### src/rtl/dpll_pkg.sv
package dpll_pkg;

   typedef enum logic [1:0] {
      RATE_X8   = 2'b00,
      RATE_X16  = 2'b01,
      RATE_X32  = 2'b10,
      RATE_RSVD = 2'b11
   } rate_code_e;

   // log2 of the samples-per-bit ratio; the reserved code maps to x16
   function automatic int ratio_log2(input logic [1:0] code);
      case (rate_code_e'(code))
         RATE_X8:  return 3;
         RATE_X16: return 4;
         RATE_X32: return 5;
         default:  return 4;
      endcase
   endfunction

endpackage

### src/rtl/dpll_sync.sv
module dpll_sync #(
   parameter int STAGES = 2
) (
   input  logic clk,
   input  logic rst_n,
   input  logic din,
   output logic dout
);
   logic [STAGES-1:0] stage_q;

   generate
      for (genvar i = 0; i < STAGES; i++) begin : g_stage
         if (i == 0) begin : g_first
            always_ff @(posedge clk) begin
               if (!rst_n) stage_q[0] <= 1'b0;
               else        stage_q[0] <= din;
            end
         end else begin : g_next
            always_ff @(posedge clk) begin
               if (!rst_n) stage_q[i] <= 1'b0;
               else        stage_q[i] <= stage_q[i-1];
            end
         end
      end
   endgenerate

   assign dout = stage_q[STAGES-1];
endmodule

### src/rtl/dpll_glitch_filter.sv
module dpll_glitch_filter #(
   parameter int HOLD = 3
) (
   input  logic clk,
   input  logic rst_n,
   input  logic en,
   input  logic din,
   output logic rise
);
   localparam int CW = (HOLD > 2) ? $clog2(HOLD) : 1;

   logic          level_q;
   logic [CW-1:0] run_q;
   logic          differs;
   logic          accept;

   always_comb begin
      differs = din != level_q;
      accept  = en && differs && (run_q == CW'(HOLD - 1));
      rise    = accept && din;
   end

   always_ff @(posedge clk) begin
      if (!rst_n) begin
         level_q <= 1'b0;
         run_q   <= '0;
      end else if (en) begin
         if (!differs) begin
            run_q <= '0;
         end else if (accept) begin
            level_q <= din;
            run_q   <= '0;
         end else begin
            run_q <= run_q + CW'(1);
         end
      end
   end
endmodule

### src/rtl/dpll_phase_track.sv
module dpll_phase_track
   import dpll_pkg::*;
#(
   parameter int MAX_LOG2 = 5
) (
   input  logic       clk,
   input  logic       rst_n,
   input  logic       en,
   input  logic       din,
   input  logic [1:0] rate_sel,
   output logic       stb
);
   localparam int PW = MAX_LOG2;

   logic [PW-1:0] ph_q;
   logic          locked_q;
   logic          prev_q;
   logic [1:0]    rate_q;

   logic          edge_seen;
   logic          rate_chg;
   logic          hold_now;
   logic [PW:0]   n_val, half, ph_x, ph_inc, ph_skip;

   always_comb begin
      n_val     = (PW+1)'(1) << ratio_log2(rate_sel);
      half      = n_val >> 1;
      ph_x      = {1'b0, ph_q};
      edge_seen = din ^ prev_q;
      rate_chg  = rate_sel != rate_q;
      // late transition (including one on the sample point): stretch
      hold_now  = locked_q && edge_seen && (ph_x != '0) && (ph_x <= half);
      ph_inc    = ((ph_x + (PW+1)'(1)) >= n_val) ? '0 : ph_x + (PW+1)'(1);
      ph_skip   = ph_x + (PW+1)'(2);
      if (ph_skip >= n_val) ph_skip = ph_skip - n_val;
      stb       = en && locked_q && !rate_chg && (ph_x == half) && !edge_seen;
   end

   always_ff @(posedge clk) begin
      if (!rst_n) begin
         ph_q     <= '0;
         locked_q <= 1'b0;
         prev_q   <= 1'b0;
         rate_q   <= 2'b00;
      end else if (en) begin
         prev_q <= din;
         rate_q <= rate_sel;
         if (rate_chg) begin
            locked_q <= 1'b0;
            ph_q     <= '0;
         end else if (!locked_q) begin
            if (edge_seen) begin
               locked_q <= 1'b1;
               ph_q     <= PW'(1);
            end
         end else if (edge_seen) begin
            if (ph_x == '0)    ph_q <= ph_inc[PW-1:0];
            else if (hold_now) ph_q <= ph_q;
            else               ph_q <= ph_skip[PW-1:0];
         end else begin
            ph_q <= ph_inc[PW-1:0];
         end
      end
   end
endmodule

### src/rtl/dpll_rx_clk_rec.sv
module dpll_rx_clk_rec
   import dpll_pkg::*;
#(
   parameter int SYNC_STAGES = 2,
   parameter int FILT_HOLD   = 3,
   parameter int MAX_LOG2    = 5
) (
   input  logic       clk,
   input  logic       rst_n,
   input  logic       op_en,
   input  logic       rx_data,
   input  logic       ext_clk,
   input  logic [1:0] rate_sel,
   input  logic       src_sel,
   output logic       bit_stb,
   output logic       bit_val
);
   generate
      if (SYNC_STAGES < 2) begin : g_bad_sync
         $error("SYNC_STAGES must be at least 2");
      end
      if (FILT_HOLD < 2) begin : g_bad_hold
         $error("FILT_HOLD must be at least 2");
      end
      if (MAX_LOG2 < 5) begin : g_bad_log2
         $error("MAX_LOG2 must cover a ratio of 32");
      end
   endgenerate

   logic data_s, ext_s;
   logic dp_stb, ext_rise, take;

   dpll_sync #(.STAGES(SYNC_STAGES)) u_sync_data (
      .clk(clk), .rst_n(rst_n), .din(rx_data), .dout(data_s)
   );

   dpll_sync #(.STAGES(SYNC_STAGES)) u_sync_ext (
      .clk(clk), .rst_n(rst_n), .din(ext_clk), .dout(ext_s)
   );

   dpll_phase_track #(.MAX_LOG2(MAX_LOG2)) u_track (
      .clk(clk), .rst_n(rst_n), .en(op_en), .din(data_s),
      .rate_sel(rate_sel), .stb(dp_stb)
   );

   dpll_glitch_filter #(.HOLD(FILT_HOLD)) u_filt (
      .clk(clk), .rst_n(rst_n), .en(op_en), .din(ext_s), .rise(ext_rise)
   );

   assign take = op_en && (src_sel ? ext_rise : dp_stb);

   always_ff @(posedge clk) begin
      if (!rst_n) begin
         bit_stb <= 1'b0;
         bit_val <= 1'b0;
      end else begin
         bit_stb <= take;
         if (take) bit_val <= data_s;
      end
   end
endmodule

### config.mk
export PLATFORM = sky130hd
export DESIGN_NAME = dpll_rx_clk_rec
export DESIGN_NICKNAME = d
export VERILOG_FILES = /design/src/rtl/dpll_pkg.sv /design/src/rtl/dpll_sync.sv /design/src/rtl/dpll_glitch_filter.sv /design/src/rtl/dpll_phase_track.sv /design/src/rtl/dpll_rx_clk_rec.sv
export SDC_FILE = /design/constraint.sdc
export NUM_CORES = 1
export LEC_CHECK = 0
export BUFFER_PORTS_ARGS = -buffer_cell sky130_fd_sc_hd__buf_4
export CAP_MARGIN = 20
export CELL_PAD_IN_SITES_DETAIL_PLACEMENT = 1
export CELL_PAD_IN_SITES_GLOBAL_PLACEMENT = 2
export CORE_ASPECT_RATIO = 1.75
export CORE_UTILIZATION = 34
export DETAILED_ROUTE_END_ITERATION = 8
export PLACE_DENSITY_LB_ADDON = 0.1
export SLEW_MARGIN = 10
export SYNTH_ARGS = -nofsm -noshare
export SYNTH_HDL_FRONTEND = slang
export SYNTH_HIERARCHICAL = 1
export SYNTH_SLANG_ARGS = --single-unit
### constraint.sdc
create_clock -name clk -period 2.11 [get_ports clk]
set_input_delay 0.422 -clock clk [delete_from_list [all_inputs] [get_ports clk]]
set_output_delay 0.422 -clock clk [all_outputs]
set_load 0.05 [all_outputs]
==> results.md <==
* Hpwl dp at 3.13 mm
* Die height at approximately 86 µm
* Max Buffers Root-to-Sink at 2
* Hold WS at 0.370 ns
* Reg clk slew, reported paths at 0.07 ns
* Max-cap violations at 0
* WL/cell at 17.7 µm
* Total track usage at 20.1%
* H-tree Lvls at 1
* Largest net degree at the start of global routing at 22
* Number of nets in the layout at approximately 200
* Area growth, synth to finish at 42.6%
* Switching power at 192 µW
* Total number of yosys warnings at 6
* Worst Hold Endpoint: u_sync_ext/stage_q[0]
* Initial Util at 35.4%
* Synth area leader: dfxtp_1
* Mapped Cells at 143
* Power share of the clock group at 32.8%
* Non-filler instance count after layout at between 200 and 250
* First-pass GRT wire length at 6.42 mm
* Pleak at 0.836 nW
* Final WL at 3.95 mm
* Max stage delay on crit path at 0.40 ns
* Die Area at approximately 4300 µm²
* Skew final at about 0.0022 ns
* Placed instance area at 1730 µm²
* Core ar. at 3870 µm²
* Cell mode on critical path: ha_4
* Int Power at 543 µW
* Fraction of registers with async set/reset at 0%
* Synth Cell Area at 1370 µm²
* RSZ-0062 raised after global routing: true
* Final instance area at 1950 µm²
* Remaining routing DRC violations at 0
* Die width at 50.0 µm
* RR Startpoint: u_track/ph_q[1]
* Vias in the first global route at 1349
* Slew Viols, Final at 0
* Final ANT Viol Nets at 0
* Site row count at 30
* Largest fanout on the critical path at 6
* Clock root buffer: clkbuf_8
* Tcrit/Tclk final at 105%
* Setup violators final at 4
* Hold/Removal Path Class: in -> reg
* Ranking of synthesized cells by area: dfxtp_1 (26%), ha_1 (15%), mux2i_1 (5.1%), xor2_1 (3.2%), nand2_1 (2.7%)
* Vias per std cell at 5.45
* Reg2reg path depth at 8
* HP Start: ext_clk
* Synth cell types at 55
* Slowest-stage cell, CP: dfxtp_4
* Worst EP arrival at ~2.4 ns
* Critical Path Start Type: flip-flop
* Sequential element share of the synthesized area at 26.3%
* Setup TNS at -0.265 ns
* Power per cell area at 376 nW/µm²
* Placed Cells incl. Taps at 216
* Design Power at ~740 µW
* Logic gate share of total power at just under 20%
* Worst EP required at 2.25 ns
* R2R setup slack at -0.11 ns
* Commonest cells after routing, fill and taps aside: buf_4 (27), dfxtp_1 (13), nand2_1 (9), ha_1 (9)
* Yosys reg bits at 18
* Final min period at 2.22 ns
* N_diodes at 0
* Avg Inst Size Synth at about 9.6 µm²
* Pre-antenna DRT Iters at 4
* Clk_lat worst skew at between 0.2 and 0.3 ns
* Outcome: finished with violations
* Net switching fraction of the power at 26.2%
* PnR worst setup slack at -0.108 ns
* Worst Hold Depth at 2
* Hold Vio Cnt, Final at 0
* Post-synth EDFFs at 0
* Failing checks: setup timing
* RD Place Congestion at around 0.82
* Total gr overflow at 0
* PortBufs at 9
* Main synth FF type: dfxtp_1
* Iteration-0 DRC Markers at 12
* Critical path type: reg -> reg
* Initial antenna violation count at 0
* Share of layout cells above drive strength 1 at 46.3%
* # clock sinks at 18
* Most common cell after layout, fill and taps aside: buf_4
* Endpoint class of the critical path: flip-flop
* Reg power frac at between 40 and 50%
* Vias at around 1200
* Reg2reg end: u_track/ph_q[3]
* CTS tree: yes
* Maximum VDD drop at ~0.00036 V
* Post-synth top area share at 26.3%
* Inserted Clock Buffers at 3
* Critical path, cell by cell: ha_4 -> xor2_4 -> ha_4 -> and4b_1 -> a21oi_4 -> nand2_2 -> a221o_1 -> a22o_2
* # IOs at 10
* Fmax at between 0.4 and 0.5 GHz
## flip-flops by register name, summed over array words and instances (netlist names)
name,count
bit_val,1
u_filt/run_q,2
u_track/prev_q,1
u_sync_data/stage_q,1
u_sync_ext/stage_q,1
u_filt/level_q,1
u_track/ph_q,5
bit_stb,1
u_sync_ext/dout,1
u_track/rate_q,2
u_sync_data/dout,1
u_track/locked_q,1
## per-layer routing
metal	up-vias	GRT usage, %	part of all wire [%]
li1	587	-	-
met2	20	41.0	60
met3	11	1.60	1.3
met4	0	11.7	4.5
met1	597	17.9	34
met5	-	0	0
## metrics by stage
stage,util (%),worst slack (ns)
2_1_floorplan,-,0.0102
3_3_place_gp,44.9,-0.268
3_5_place_dp,44.9,-0.306
4_1_cts,49.4,-0.109
5_1_grt,50.6,-0.190
6_report,50.6,-0.108
## power by group through the flow
| stage | Combinational [mW] | Sequential (mW) | Clock (mW) |
|---|---|---|---|
| global route | 0.158 | 0.351 | 0.261 |
| CTS | 0.139 | 0.351 | 0.248 |
| floorplan | 0.0720 | 0.359 | 0 |
| finish | 0.144 | 0.350 | 0.241 |
| detailed placement | 0.128 | 0.361 | 0 |
| global placement | 0.123 | 0.360 | 0 |
## worst max path at each step
| stage | from | to | cells past startpoint |
|---|---|---|---|
| 6_report | u_track/ph_q[1] | u_track/ph_q[3] | 8 |
| 5_1_grt | u_track/ph_q[1] | u_track/ph_q[3] | 8 |
| 4_1_cts | u_track/ph_q[1] | u_track/ph_q[3] | 11 |
| 3_5_place_dp | rate_sel[0] | u_track/ph_q[3] | 8 |
| 3_3_place_gp | rate_sel[0] | u_track/ph_q[3] | 8 |
| 2_1_floorplan | u_track/ph_q[3] | u_track/ph_q[3] | 9 |
## worst max-delay path: cells and delay by family (launching register included)
kind / cells / cell delay [ns]
AND/OR/NAND/NOR: 2 / 0.31
adder cells (fa/ha/maj): 2 / 0.43
AO/OA/AOI/OAI: 3 / 0.76
XOR/XNOR: 1 / 0.21
flip-flops: 1 / 0.40
## synthesized netlist by cell type (all sizes together), types with 2 or more instances
cell type,instances
a22o,5
o21ai,7
nor2,5
conb,2
and4,4
or2,3
nor2b,5
ha,16
and2,6
xnor2,4
a211oi,2
nand3b,3
dfxtp,18
inv,7
a21oi,2
nor3,2
xor2,5
a21o,2
mux2i,7
nand3,2
and3,3
nand2,10
## kinds of logic after synthesis
group | Yosys count | synth area share, %
other | 2 | 0.548
flip-flops | 18 | 26.3
AND/OR/NAND/NOR | 51 | 25.5
AO/OA/AOI/OAI | 30 | 17.7
buffers and inverters | 9 | 3.01
XOR/XNOR | 9 | 5.75
adder cells (fa/ha/maj) | 17 | 16.1
multiplexers | 7 | 5.11
## cell type report
cell class	instances	area, µm²
clock buffers	3	41.3
inverters	7	28.8
repair buffers	28	223
fillers	430	1910
well taps	48	60.1
multi-input cells	118	1220
flip-flops and latches	18	377
clock inverters	1	3.75
## timing repair
item | in CTS | in global routing
gates resized for setup | 19 | 7
hold buffers | 0 | 0
pin swaps | 10 | 8
endpoints found under the setup margin | 5 | 6
buffers inserted | 3 | 0
(Power assumes the default switching activity.)
